File: config.mk
export PLATFORM = sky130hd
export DESIGN_NAME = endian_lsu
export DESIGN_NICKNAME = d
export VERILOG_FILES = /design/src/rtl/lsu_pkg.sv /design/src/rtl/lsu_remap.sv /design/src/rtl/lsu_wlane.sv /design/src/rtl/lsu_rlane.sv /design/src/rtl/endian_lsu.sv
export SDC_FILE = /design/constraint.sdc
export NUM_CORES = 1
export LEC_CHECK = 0
export BUFFER_PORTS_ARGS = -buffer_cell sky130_fd_sc_hd__buf_4
export CAP_MARGIN = 5
export CORE_MARGIN = 2
export CORE_UTILIZATION = 54
export DETAILED_ROUTE_END_ITERATION = 12
export PLACE_DENSITY = 0.94
export SETUP_SLACK_MARGIN = 0.05
export SYNTH_ARGS = -nofsm -noshare
export SYNTH_HDL_FRONTEND = slang
export SYNTH_SLANG_ARGS = --single-unit
File: constraint.sdc
create_clock -name clk_i -period 3.6 [get_ports clk_i]
set_input_delay 0.72 -clock clk_i [delete_from_list [all_inputs] [get_ports clk_i]]
set_output_delay 0.72 -clock clk_i [all_outputs]
set_load 0.1 [all_outputs]
File: src/rtl/lsu_pkg.sv
package lsu_pkg;
  localparam int unsigned DW = 32;
  localparam int unsigned NB = DW / 8;

  typedef enum logic [1:0] {SZ_B = 2'd0, SZ_H = 2'd1, SZ_W = 2'd2, SZ_D = 2'd3} size_e;
  typedef enum logic {ST_IDLE = 1'b0, ST_MEM = 1'b1} state_e;

  localparam logic [4:0] CAUSE_ALIGN   = 5'd1;
  localparam logic [4:0] CAUSE_ILLEGAL = 5'd2;
endpackage

File: src/rtl/lsu_remap.sv
module lsu_remap #(
  parameter int unsigned ADDR_W = 32
) (
  input  logic [ADDR_W-1:0]      addr_i,
  input  lsu_pkg::size_e         size_i,
  input  logic                   rev_i,
  output logic [ADDR_W-1:0]      addr_o,
  output logic [lsu_pkg::NB-1:0] be_o,
  output logic                   misalign_o
);
  import lsu_pkg::*;

  always_comb begin
    addr_o = addr_i;
    if (rev_i) begin
      unique case (size_i)
        SZ_B:    addr_o[1:0] = 2'd3 - addr_i[1:0];
        SZ_H:    addr_o[1]   = ~addr_i[1];
        default: ;
      endcase
    end
  end

  always_comb begin
    unique case (size_i)
      SZ_B: begin
        be_o       = 4'b1000 >> addr_o[1:0];
        misalign_o = 1'b0;
      end
      SZ_H: begin
        be_o       = addr_o[1] ? 4'b0011 : 4'b1100;
        misalign_o = addr_o[0];
      end
      default: begin
        be_o       = 4'b1111;
        misalign_o = |addr_o[1:0];
      end
    endcase
  end
endmodule

File: src/rtl/lsu_wlane.sv
module lsu_wlane (
  input  logic [lsu_pkg::DW-1:0] data_i,
  input  lsu_pkg::size_e         size_i,
  input  logic                   rev_i,
  output logic [lsu_pkg::DW-1:0] data_o
);
  import lsu_pkg::*;

  logic [DW-1:0] swp;
  logic [15:0]   half;

  for (genvar g = 0; g < NB; g++) begin : g_swap
    assign swp[8*g +: 8] = data_i[DW-8-8*g +: 8];
  end

  assign half = rev_i ? {data_i[7:0], data_i[15:8]} : data_i[15:0];

  always_comb begin
    unique case (size_i)
      SZ_B:    data_o = {NB{data_i[7:0]}};
      SZ_H:    data_o = {2{half}};
      default: data_o = rev_i ? swp : data_i;
    endcase
  end
endmodule

File: src/rtl/lsu_rlane.sv
module lsu_rlane (
  input  logic [lsu_pkg::DW-1:0] data_i,
  input  logic [1:0]             off_i,
  input  lsu_pkg::size_e         size_i,
  input  logic                   rev_i,
  output logic [lsu_pkg::DW-1:0] data_o
);
  import lsu_pkg::*;

  logic [7:0]    lane [NB];
  logic [DW-1:0] swp;
  logic [15:0]   half;

  for (genvar g = 0; g < NB; g++) begin : g_lane
    assign lane[g]       = data_i[DW-1-8*g -: 8];
    assign swp[8*g +: 8] = data_i[DW-8-8*g +: 8];
  end

  always_comb begin
    half = off_i[1] ? data_i[15:0] : data_i[31:16];
    if (rev_i) half = {half[7:0], half[15:8]};
  end

  always_comb begin
    unique case (size_i)
      SZ_B:    data_o = {24'd0, lane[off_i]};
      SZ_H:    data_o = {16'd0, half};
      default: data_o = rev_i ? swp : data_i;
    endcase
  end
endmodule

File: src/rtl/endian_lsu.sv
module endian_lsu #(
  parameter int unsigned ADDR_W  = 32,
  parameter int unsigned RIDX_W  = 5,
  parameter int unsigned INSTR_W = 32,
  parameter int unsigned REV_BIT = 9
) (
  input  logic               clk_i,
  input  logic               rst_ni,
  input  logic               req_valid_i,
  output logic               req_ready_o,
  input  logic               is_store_i,
  input  logic [1:0]         size_code_i,
  input  logic               imm_form_i,
  input  logic [INSTR_W-1:0] instr_i,
  input  logic [ADDR_W-1:0]  addr_i,
  input  logic [31:0]        wdata_i,
  input  logic [RIDX_W-1:0]  rd_idx_i,
  input  logic               ill_exc_en_i,
  input  logic               align_exc_en_i,
  output logic               mem_req_o,
  output logic               mem_we_o,
  output logic [ADDR_W-1:0]  mem_addr_o,
  output logic [3:0]         mem_be_o,
  output logic [31:0]        mem_wdata_o,
  input  logic               mem_ack_i,
  input  logic [31:0]        mem_rdata_i,
  output logic               rsp_valid_o,
  output logic [31:0]        rsp_data_o,
  output logic               rf_we_o,
  output logic [RIDX_W-1:0]  rf_idx_o,
  output logic               exc_o,
  output logic [4:0]         exc_cause_o,
  output logic               exc_store_o,
  output logic [2:0]         exc_size_m1_o
);
  import lsu_pkg::*;

  state_e             state_q;
  size_e              req_size, eff_size, pend_size_q;
  logic               rev_req, illegal, misalign, take_exc;
  logic [ADDR_W-1:0]  map_addr;
  logic [NB-1:0]      map_be;
  logic [DW-1:0]      lane_wdata, ld_data;
  logic [2:0]         size_m1;

  logic               pend_we_q, pend_rev_q;
  logic [ADDR_W-1:0]  pend_addr_q;
  logic [NB-1:0]      pend_be_q;
  logic [DW-1:0]      pend_wdata_q;
  logic [RIDX_W-1:0]  pend_rd_q;

  logic               rsp_valid_q, rf_we_q, exc_q, exc_store_q;
  logic [DW-1:0]      rsp_data_q;
  logic [4:0]         exc_cause_q;
  logic [2:0]         exc_size_m1_q;

  logic unused_instr;
  assign unused_instr = ^instr_i;

  assign req_size = size_e'(size_code_i);
  assign rev_req  = ~imm_form_i & instr_i[REV_BIT];
  assign illegal  = ill_exc_en_i & (req_size == SZ_D);
  // size code 3 without the illegal check runs as a word
  assign eff_size = (req_size == SZ_D) ? SZ_W : req_size;
  assign size_m1  = 3'((4'd1 << size_code_i) - 4'd1);

  lsu_remap #(.ADDR_W(ADDR_W)) u_remap (
    .addr_i     (addr_i),
    .size_i     (eff_size),
    .rev_i      (rev_req),
    .addr_o     (map_addr),
    .be_o       (map_be),
    .misalign_o (misalign)
  );

  lsu_wlane u_wlane (
    .data_i (wdata_i),
    .size_i (eff_size),
    .rev_i  (rev_req),
    .data_o (lane_wdata)
  );

  lsu_rlane u_rlane (
    .data_i (mem_rdata_i),
    .off_i  (pend_addr_q[1:0]),
    .size_i (pend_size_q),
    .rev_i  (pend_rev_q),
    .data_o (ld_data)
  );

  assign take_exc = illegal | (align_exc_en_i & misalign);

  always_ff @(posedge clk_i or negedge rst_ni) begin
    if (!rst_ni) begin
      state_q       <= ST_IDLE;
      pend_we_q     <= 1'b0;
      pend_rev_q    <= 1'b0;
      pend_size_q   <= SZ_B;
      pend_addr_q   <= '0;
      pend_be_q     <= '0;
      pend_wdata_q  <= '0;
      pend_rd_q     <= '0;
      rsp_valid_q   <= 1'b0;
      rsp_data_q    <= '0;
      rf_we_q       <= 1'b0;
      exc_q         <= 1'b0;
      exc_cause_q   <= '0;
      exc_store_q   <= 1'b0;
      exc_size_m1_q <= '0;
    end else begin
      rsp_valid_q <= 1'b0;
      rf_we_q     <= 1'b0;
      exc_q       <= 1'b0;
      unique case (state_q)
        ST_IDLE: if (req_valid_i) begin
          pend_we_q     <= is_store_i;
          pend_rev_q    <= rev_req;
          pend_size_q   <= eff_size;
          pend_addr_q   <= map_addr;
          pend_be_q     <= map_be;
          pend_wdata_q  <= lane_wdata;
          pend_rd_q     <= rd_idx_i;
          exc_store_q   <= is_store_i;
          exc_size_m1_q <= size_m1;
          if (take_exc) begin
            rsp_valid_q <= 1'b1;
            rsp_data_q  <= '0;
            exc_q       <= 1'b1;
            exc_cause_q <= illegal ? CAUSE_ILLEGAL : CAUSE_ALIGN;
          end else begin
            state_q <= ST_MEM;
          end
        end
        ST_MEM: if (mem_ack_i) begin
          rsp_valid_q <= 1'b1;
          rsp_data_q  <= pend_we_q ? '0 : ld_data;
          rf_we_q     <= ~pend_we_q & (pend_rd_q != '0);
          exc_cause_q <= '0;
          state_q     <= ST_IDLE;
        end
        default: state_q <= ST_IDLE;
      endcase
    end
  end

  assign req_ready_o   = (state_q == ST_IDLE);
  assign mem_req_o     = (state_q == ST_MEM);
  assign mem_we_o      = pend_we_q;
  assign mem_addr_o    = pend_addr_q;
  assign mem_be_o      = pend_be_q;
  assign mem_wdata_o   = pend_wdata_q;
  assign rsp_valid_o   = rsp_valid_q;
  assign rsp_data_o    = rsp_data_q;
  assign rf_we_o       = rf_we_q;
  assign rf_idx_o      = pend_rd_q;
  assign exc_o         = exc_q;
  assign exc_cause_o   = exc_cause_q;
  assign exc_store_o   = exc_store_q;
  assign exc_size_m1_o = exc_size_m1_q;

  AST_REQ_STABLE: assert property (@(posedge clk_i) disable iff (!rst_ni)
    mem_req_o && !mem_ack_i |=> mem_req_o && $stable(mem_addr_o) && $stable(mem_be_o)
      && $stable(mem_wdata_o) && $stable(mem_we_o));
  AST_RSP_AFTER_ACK: assert property (@(posedge clk_i) disable iff (!rst_ni)
    mem_req_o && mem_ack_i |=> rsp_valid_o && !exc_o && req_ready_o);
  AST_LANE_COUNT: assert property (@(posedge clk_i) disable iff (!rst_ni)
    mem_req_o |-> ($countones(mem_be_o) == 1 || $countones(mem_be_o) == 2
      || $countones(mem_be_o) == 4));
  AST_EXC_NO_WRITE: assert property (@(posedge clk_i) disable iff (!rst_ni)
    exc_o |-> rsp_valid_o && !rf_we_o);
  AST_EXC_NO_MEM: assert property (@(posedge clk_i) disable iff (!rst_ni)
    req_ready_o && req_valid_i && ill_exc_en_i && size_code_i == 2'd3 |=> !mem_req_o && exc_o);
endmodule

==> impl_metrics.toml <==
[place]
dp_hpwl_um = 13600
place_inst = 1042
portBuffers = 228
place.gp.congestion = 0.890
place_area_sq_um = 8600
pre_cts_slack_ns = 0.845

[logic_synthesis]
yosys_warnings = 0
ys.flop_type = "dfrtp_1"
synthXorXnorAreaFrac = 0.00513
synth_area_sq_um = 6830
async_flop_share = 1.00
avgSynthCellArea_sq_um = 9.97
synth_mux_area_frac = 0.237
yosys.area_share.adder = 0.00183
yosysSeqAreaShare = 0.432
ys_ff_latch = 118
synth_cell_types = 47
netlist_instances = 685
synth_compound_area_frac = 0.124
synth-edff-count = 0
synth_top_family_by_area = "multiplexers"
yosys.area_share.simple = 0.152

[clock_network]
root_buffer = "clkbuf_16"
clockBufferDepth = 2
clk_pin_slew_ns = 0.06
post_cts_buffers = 0
cts_made_buffers = 17
tritoncts = "built"
cts_sinks = 118
post_cts_resized = 0
postCtsHoldBufs = 0
cts.htree.levels = 4
clk_latency_ns = 0.42

[critical_path]
worstPathRequired_ns = 3.90
cpPeakStageDelay_ns = 1.09
crit_family = "flip-flops"
startpoint_type = "flip-flop"
crit_type = "reg2reg"
crit_path_end_kind = "flip-flop"
crit_chain = "mux4_2 -> a22oi_1 -> nor2_1 -> mux2_4"
slowest_stage = "dfrtp_2"
arrival_ns = 2.76
reg2reg_from = "pend_rev_q$_DFFE_PN0P_"
crit_start = "pend_rev_q$_DFFE_PN0P_"
cp_max_fo = 43
cp.buffers_inverters = 0

[final_layout]
diodes = 0
final_core_util = 0.741
multi_input_area_sq_um = 3570
drive_above_1_share = 0.420
final_cell_area_sq_um = 9240
final_cells = 1074
fin_nets = 1033
regArea_sq_um = 2950
synthToLayoutAreaGrowth_pct = 35.3
fillerInstances = 825

[sta]
rsz0062_at_grt = "no"
period_needed_ns = 2.47
post-route-period-util = 0.685
worst_pin_slew_ns = 1.10
clock.fmax_mhz = 406
finalSetupViolCount = 0
finalMaxSlewViolations = 0
worst_slack_ns = 1.13
max-slew-margin-rel = 0.267
final_hold_viol_count = 0
setup_tns_ns = 0
skew_ns = 0.00968

[die]
coreArea_sq_um = 12500
ios = 263
die_h_um = 116
placementRows = 41
die_x_um = 116
die_area_sq_um = 13600
initial_core_util = 0.548

[run_status]
outcome = "finished clean"

[detailed_routing]
wire_per_inst_um = 18.3
dr.pass1.iters = 5
ant_nets = 0
wl_um = 19700
drcViolationCount = 0
num_vias = 6122
avgViaCountPerCell = 5.70
drtIter0Drc = 520

[grt]
grt_pass1_vias = 5886
grt_pass1_wl_um = 30800
grt_max_degree = 70
grt_usage = 0.296
overflow = 0
antenna_found_initial = 0

[min_path]
worstHoldPathType = "in2async"

[pwr]
p_leak_nw = 4.50
power.density_nw_per_um2 = 786
irDropWorstVdd_mv = 0.737

[job]
cap_violations = 0
per-stage QoR:
stage,hold slack [ns],total power [W]
global placement,0.459,0.00536
detailed placement,0.463,0.00542
floorplan,0.424,0.00460
global route,0.489,0.00750
CTS,0.460,0.00728
finish,0.426,0.00726
state kept, by name, indices dropped and copies added (netlist names), 2 cells and up:
register and cells:
exc_cause_o 2, exc_size_m1_o 3, mem_addr_o 32, mem_be_o 4
mem_wdata_o 32, pend_size_q 2, rf_idx_o 5, rsp_data_o 32
cell usage in the layout, fill, tap and decap left out, drive strengths merged, types with 16 or more instances in the layout:
cell    count
a21boi     16
a31oi      16
buf       242
clkbuf     21
dfrtp     118
mux2       80
mux2i      25
mux4       16
nand2     178
nor2       47
o21ai      24
o22a       16
logic make-up (layout without fill, tap and decap cells):
group / count (synthesis) / count (layout)
flops: 118 / 118
mux: 121 / 121
other cells: 1 / 3
fa+ha+maj: 1 / 1
compound gates: 122 / 122
simple gates: 252 / 252
xor+xnor: 4 / 4
buf+inv: 66 / 281
final timing paths:
check,end,slack [ns],cells past startpoint
worst max register to register,rsp_data_o[14]$_DFFE_PN0P_,1.13,4
max in group asynchronous,mem_wdata_o[1]$_DFFE_PN0P_,2.28,2
worst min register to register,mem_addr_o[2]$_DFFE_PN0P_,0.48,2
min in group clk_i,mem_addr_o[2]$_DFFE_PN0P_,0.48,2
worst min-delay path,mem_wdata_o[4]$_DFFE_PN0P_,0.43,1
worst max-delay path,rsp_data_o[14]$_DFFE_PN0P_,1.13,4
layer usage:
layer / vias up / wire (um) / global-route usage
met1: 2962 / 7950 / 0.390
li1: 2805 / - / -
met5: - / 0 / 0
met4: 0 / 518 / 0.127
met3: 38 / 1680 / 0.0716
met2: 317 / 9510 / 0.469
synth_stat cells, types with 2 or more instances:
| master | n | area, sq um |
|---|---|---|
| o22a_1 | 16 | 140 |
| mux4_2 | 16 | 360 |
| xnor2_1 | 3 | 26.3 |
| buf_2 | 5 | 25.0 |
| inv_1 | 7 | 26.3 |
| nor2b_1 | 3 | 18.8 |
| mux2_4 | 28 | 420 |
| o211ai_1 | 4 | 30.0 |
| a21boi_0 | 16 | 120 |
| a22oi_1 | 9 | 67.6 |
| buf_4 | 4 | 30.0 |
| nand3_1 | 9 | 45.0 |
| a21o_1 | 8 | 60.1 |
| nor2_1 | 47 | 176 |
| clkbuf_1 | 40 | 150 |
| nand2b_1 | 4 | 25.0 |
| nand2_1 | 178 | 668 |
| buf_1 | 6 | 22.5 |
| mux2_2 | 52 | 586 |
| dfrtp_1 | 118 | 2950 |
| o21ai_0 | 24 | 120 |
| buf_12 | 3 | 60.1 |
| a31oi_1 | 16 | 100 |
| a21oi_1 | 14 | 70.1 |
| nand3b_1 | 2 | 15.0 |
| mux2i_1 | 25 | 250 |
| a222oi_1 | 8 | 80.1 |
area by class of cell:
class	instances	share of cell area
Clock buffer	21	0.0509
Clock inverter	11	0.0187
Multi-Input combinational cell	503	0.387
Tap cell	172	0.0233
Inverter	7	0.00284
Sequential cell	118	0.320
Timing Repair Buffer	242	0.198
report_power, final:
group / total (W) / leakage [nW] / internal [W] / switching, W
registers: 0.00184 / 1.47 / 0.00160 / 0.000239
logic: 0.00357 / 2.72 / 0.000888 / 0.00269
clock network: 0.00185 / 0.313 / 0.00122 / 0.000631
Power figures use the tool's default switching activity.
